===== src/rtl/parity_collector_pkg.sv =====
package parity_collector_pkg;

  localparam int NREG_DEFAULT = 7;
  localparam int DW_DEFAULT   = 32;
  localparam int AW           = 2;

  typedef enum logic [AW-1:0] {
    RA_ENABLE  = 2'd0,
    RA_STATUS  = 2'd1,
    RA_CONTROL = 2'd2
  } reg_addr_e;

  // Next value of one sticky flag: a read clears it, and a qualified error
  // sets it. Set wins over clear so a coincident event is not lost.
  function automatic logic flag_next(input logic cur, input logic rd_clr,
                                     input logic err, input logic avail);
    return (cur & ~rd_clr) | (err & avail);
  endfunction

  function automatic logic is_access(input logic valid, input logic wr,
                                     input logic want_wr,
                                     input logic [AW-1:0] addr,
                                     input reg_addr_e target);
    return valid && (wr == want_wr) && (addr == target);
  endfunction

endpackage


===== src/rtl/pc_avail_latch.sv =====
module pc_avail_latch (
  input  logic clk,
  input  logic por_n,
  input  logic kill_ev,
  output logic avail_o
);
  logic avail_q;

  // Only power-on reset can set the bit; no functional path raises it.
  always_ff @(posedge clk or negedge por_n) begin
    if (!por_n)       avail_q <= 1'b1;
    else if (kill_ev) avail_q <= 1'b0;
  end

  assign avail_o = avail_q;
endmodule


===== src/rtl/pc_flag_bank.sv =====
module pc_flag_bank #(
  parameter int NREG = parity_collector_pkg::NREG_DEFAULT
) (
  input  logic            clk,
  input  logic            rst_n,
  input  logic            avail_i,
  input  logic            rd_clr_i,
  input  logic [NREG-1:0] err_i,
  output logic [NREG-1:0] flags_o,
  output logic [NREG-1:0] set_ev_o
);
  import parity_collector_pkg::*;

  for (genvar g = 0; g < NREG; g++) begin : g_region
    logic q;
    always_ff @(posedge clk or negedge rst_n) begin
      if (!rst_n) q <= 1'b0;
      else        q <= flag_next(q, rd_clr_i, err_i[g], avail_i);
    end
    assign flags_o[g]  = q;
    assign set_ev_o[g] = err_i[g] & avail_i;
  end
endmodule


===== src/rtl/pc_reg_if.sv =====
module pc_reg_if #(
  parameter int NREG = parity_collector_pkg::NREG_DEFAULT,
  parameter int DW   = parity_collector_pkg::DW_DEFAULT
) (
  input  logic                                 clk,
  input  logic                                 rst_n,
  input  logic                                 valid_i,
  input  logic                                 write_i,
  input  logic [parity_collector_pkg::AW-1:0]  addr_i,
  input  logic [NREG-1:0]                      wdata_i,
  input  logic [NREG-1:0]                      flags_i,
  input  logic                                 avail_i,
  output logic [NREG-1:0]                      en_o,
  output logic                                 rd_status_ev_o,
  output logic                                 kill_ev_o,
  output logic [DW-1:0]                        rdata_o
);
  import parity_collector_pkg::*;

  localparam int PAD = DW - NREG;

  logic            wr_en_ev;
  logic [NREG-1:0] en_q;

  assign wr_en_ev       = is_access(valid_i, write_i, 1'b1, addr_i, RA_ENABLE);
  assign rd_status_ev_o = is_access(valid_i, write_i, 1'b0, addr_i, RA_STATUS);
  assign kill_ev_o      = is_access(valid_i, write_i, 1'b1, addr_i, RA_CONTROL)
                          && wdata_i[0];

  always_ff @(posedge clk or negedge rst_n) begin
    if (!rst_n)        en_q <= '0;
    else if (wr_en_ev) en_q <= wdata_i;
  end

  always_comb begin
    rdata_o = '0;
    if (valid_i && !write_i) begin
      case (addr_i)
        RA_ENABLE:  rdata_o = {{PAD{1'b0}}, en_q};
        RA_STATUS:  rdata_o = {{PAD{1'b0}}, flags_i};
        RA_CONTROL: rdata_o = {{(DW-1){1'b0}}, avail_i};
        default:    rdata_o = '0;
      endcase
    end
  end

  assign en_o = en_q;
endmodule


===== src/rtl/sram_parity_collector.sv =====
module sram_parity_collector #(
  parameter int NREG = parity_collector_pkg::NREG_DEFAULT,
  parameter int DW   = parity_collector_pkg::DW_DEFAULT
) (
  input  logic                                clk,
  input  logic                                por_n,
  input  logic                                warm_rst_n,
  input  logic [NREG-1:0]                     par_err_i,
  input  logic                                bus_valid_i,
  input  logic                                bus_write_i,
  input  logic [parity_collector_pkg::AW-1:0] bus_addr_i,
  input  logic [NREG-1:0]                     bus_wdata_i,
  output logic [DW-1:0]                       bus_rdata_o,
  output logic                                irq_o
);
  // Named internal events, visible to the bound checker.
  logic            rst_any_n;
  logic            avail_q;
  logic            kill_ev;
  logic            rd_status_ev;
  logic [NREG-1:0] flags;
  logic [NREG-1:0] en;
  logic [NREG-1:0] set_ev;
  logic            set_any;

  assign rst_any_n = por_n & warm_rst_n;

  pc_avail_latch u_avail (
    .clk     (clk),
    .por_n   (por_n),
    .kill_ev (kill_ev),
    .avail_o (avail_q)
  );

  pc_flag_bank #(.NREG(NREG)) u_flags (
    .clk      (clk),
    .rst_n    (rst_any_n),
    .avail_i  (avail_q),
    .rd_clr_i (rd_status_ev),
    .err_i    (par_err_i),
    .flags_o  (flags),
    .set_ev_o (set_ev)
  );

  pc_reg_if #(.NREG(NREG), .DW(DW)) u_regs (
    .clk            (clk),
    .rst_n          (rst_any_n),
    .valid_i        (bus_valid_i),
    .write_i        (bus_write_i),
    .addr_i         (bus_addr_i),
    .wdata_i        (bus_wdata_i),
    .flags_i        (flags),
    .avail_i        (avail_q),
    .en_o           (en),
    .rd_status_ev_o (rd_status_ev),
    .kill_ev_o      (kill_ev),
    .rdata_o        (bus_rdata_o)
  );

  assign set_any = |set_ev;
  assign irq_o   = avail_q & (|(flags & en));
endmodule


===== config.mk =====
export PLATFORM = sky130hd
export DESIGN_NAME = sram_parity_collector
export DESIGN_NICKNAME = d
export VERILOG_FILES = /design/src/rtl/parity_collector_pkg.sv /design/src/rtl/pc_avail_latch.sv /design/src/rtl/pc_flag_bank.sv /design/src/rtl/pc_reg_if.sv /design/src/rtl/sram_parity_collector.sv
export SDC_FILE = /design/constraint.sdc
export NUM_CORES = 1
export LEC_CHECK = 0
export BUFFER_PORTS_ARGS = -buffer_cell sky130_fd_sc_hd__buf_2
export CORE_MARGIN = 2
export CORE_UTILIZATION = 46
export CTS_CLUSTER_SIZE = 28
export DETAILED_ROUTE_END_ITERATION = 8
export PLACE_DENSITY_LB_ADDON = 0.2
export SLEW_MARGIN = 10
export SYNTH_ARGS = -nofsm -noshare
export SYNTH_HDL_FRONTEND = slang
export SYNTH_SLANG_ARGS = --single-unit
export TNS_END_PERCENT = 50

===== constraint.sdc =====
create_clock -name clk -period 2.1 [get_ports clk]
set_input_delay 0.105 -clock clk [delete_from_list [all_inputs] [get_ports clk]]
set_output_delay 0.105 -clock clk [all_outputs]
set_load 0.02 [all_outputs]

==> metrics.yaml <==
setup_path:
  cp_max_fo: 10
  required_ps: 2000
  path_class: "reg2out"
  cpPeakStageDelay_ps: 650
  cp-start-kind: "register"
  cp_data_arrival_time_ps: 1410
  critPathSlowestCell: "dfstp_2"
  crit_chain: "nand3b_1 > o21ai_0 > and3_1 > buf_2"
  cp-end-kind: "output port"
synth:
  ys_seq_elements: 15
  ys_seq_area_share_pct: 40.5
  synth_area_sq_um: 930
  async_flop_share_pct: 100
  yosys.area.top_type: "dfrtp_1"
  synth_edf_count: 0
  synthCells: 85
  ys.flop_type: "dfrtp_1"
  synth.area.top_cells: "dfrtp_1 (38%), buf_4 (21%), mux2_2 (8.5%), mux2i_1 (7.5%), a22o_1 (6.6%)"
  synth_most_common_cell: "buf_4"
  synth_area_per_cell_sq_um: 10.9
  synth_top_area_share_pct: 37.7
  synthTopCellsByCount: "buf_4 (26), dfrtp_1 (14), a22o_1 (7), mux2_2 (7), mux2i_1 (7)"
  yosysUniqueCellTypes: 21
  yosysWarnings: 0
timing:
  max_freq_mhz: 659
  slew_headroom_pct: 59.0
  rsz0062_at_grt: "false"
  slew_violations: 0
  setup_slack_ps: 583
  fin_skew_ps: 5.53
  post-route-period-util_pct: 72.3
  tightest_slew_ps: 615
  finalHoldViolCount: 0
  finalSetupViolations: 0
  min_period_ps: 1520
  tns_ps: 0
cts:
  clk_latency_ps: 280
  cts.htree.levels: 1
  holdBufCountCts: 2
  cts.sinks: 15
  numCtsBuffers: 3
  cts_setup_buffers: 0
  cts.clk_slew.worst_paths_ps: 90
  postCtsResizedCells: 0
  cts_buffer_depth: 2
  cts-root-buf: "clkbuf_4"
  tritoncts: "built"
route:
  drc: 0
  num_vias: 665
  drt-total-wl_microns: 1750
  drtAntennaViolNets: 0
  routedWlPerCell_microns: 12.3
  drt_first_pass_iters: 4
  via_per_inst: 4.65
  detailedRoute.firstIterationViolations: 12
final_layout:
  design_area_sq_mm: 0.00104
  antenna_cells: 0
  multi_input_area_sq_um: 437
  layout.nets: 138
  drive_above_1_share_pct: 34.5
  nFillCells: 192
  seq_area_sq_um: 377
  area_delta_synth_final_pct: 12.0
power_and_ir_drop:
  combPwrFrac_pct: 21.0
  power_density_mw_per_mm2: 615
  leakage_nw: 0.549
  p_seq_share_pct: 53.4
  p_sw_share_pct: 30.3
  switchingPower_mw: 0.194
  p_int_mw: 0.446
  max-vdd-ir-drop_mv: 0.319
  power_frac_clock_pct: 25.5
placement:
  pre_cts_ws_ps: 762
  hpwl_microns: 1320
  dpl_cell_area_sq_um: 995
  gp_congestion: 0.771
  portBuffers: 28
floorplanning:
  coreArea_sq_mm: 0.00194
  die-area_sq_mm: 0.00240
  die_h_microns: 49.0
  die_x_microns: 49.0
  start_util_pct: 47.9
  num_rows: 16
  io_pins: 54
worst_hold_path:
  holdCritPathClass: "in2reg"
grt:
  grt_pass1_wl_microns: 2740
  antenna_found_initial: 0
  grt_pass1_vias: 611
  grt_max_degree: 15
  grt_usage_pct: 15.2
  overflow: 0
flow_run:
  max-cap-violations: 0
status:
  status: "finished, final reports clean"
## state kept, by name, summed over array words and instances, names as in the netlist
signal	cells
u_regs.en_o	7
u_avail.avail_o	1
u_flags.g_region.q	7
## stage by stage
stage          power (mW)  hold WS (ps)  cells  util, %
2_1_floorplan       0.476         -42.8    109        -
3_3_place_gp        0.472          46.5    137     51.2
3_5_place_dp        0.478          45.9    137     51.2
4_1_cts             0.646          37.1    143     53.6
5_1_grt             0.675          37.8    143     53.6
6_report            0.640          42.6    143     53.6
## cell usage in the layout (no fill, tap or decap), drive strengths merged
| master | Yosys | layout |
|---|---|---|
| buf | 26 | 28 |
| conb | 1 | 25 |
| dfrtp | 14 | 14 |
| mux2i | 7 | 7 |
| a22o | 7 | 7 |
| mux2 | 7 | 7 |
| nor2 | 6 | 6 |
| clkbuf | 1 | 4 |
| inv | 2 | 2 |
| nand3b | 2 | 2 |
| a22oi | 2 | 2 |
| dlygate4sd3 | 0 | 2 |
| o21ai | 1 | 1 |
| and3 | 1 | 1 |
| and2 | 1 | 1 |
| a222oi | 1 | 1 |
| a31oi | 1 | 1 |
| nand4b | 1 | 1 |
| nand3 | 1 | 1 |
| o31a | 1 | 1 |
| nor4b | 1 | 1 |
| dfstp | 1 | 1 |
## routing by layer
metal / global-route usage (%) / wire length [microns]
met5: 0 / 0
met4: 7.14 / 25
met3: 3.68 / 166
met2: 24.0 / 783
met1: 19.5 / 778
## cell families after synthesis
logic type      after synthesis  synth area share [%]
mux                          14                  16.0
compound gates               13                  11.4
flops                        15                  40.5
simple gates                 13                  9.42
other cells                   1                 0.403
buf+inv                      29                  22.2
## power by group through the flow
| stage | Clock, mW | Combinational [mW] | Sequential [mW] |
|---|---|---|---|
| 3_5_place_dp | 0 | 0.132 | 0.347 |
| 6_report | 0.163 | 0.135 | 0.342 |
| 3_3_place_gp | 0 | 0.128 | 0.344 |
| 2_1_floorplan | 0 | 0.136 | 0.340 |
| 4_1_cts | 0.169 | 0.135 | 0.341 |
| 5_1_grt | 0.183 | 0.148 | 0.344 |
## final timing paths
| kind | start | slack (ps) | cells past startpoint | end |
|---|---|---|---|---|
| setup / recovery | u_avail.avail_o | 580 | 4 | bus_rdata_o[0] |
| hold / removal | par_err_i[2] | 40 | 2 | u_flags.g_region[2].q |
| setup reg to reg | u_avail.avail_o | 1210 | 1 | u_flags.g_region[6].q |
| hold reg to reg | u_flags.g_region[6].q | 530 | 1 | u_flags.g_region[6].q |
| max in group asynchronous | por_n | 1230 | 3 | u_flags.g_region[3].q |
| min in group asynchronous | por_n | 280 | 2 | u_avail.avail_o |
## worst max-delay path: cells and delay by family, from the launching register on
kind / cells / cell delay, ps
AO/OA/AOI/OAI: 1 / 70
flip-flops: 1 / 650
buffers and inverters: 1 / 160
AND/OR/NAND/NOR: 2 / 250
## final cells by class
type                    instances  area share (%)
well taps                      27            3.25
inverters                       2           0.721
multi-input cells              65            41.9
clock buffers                   4            2.52
flip-flops and latches         15            36.2
repair buffers                 30            15.4
No activity file was read; power rests on OpenSTA's default activity.
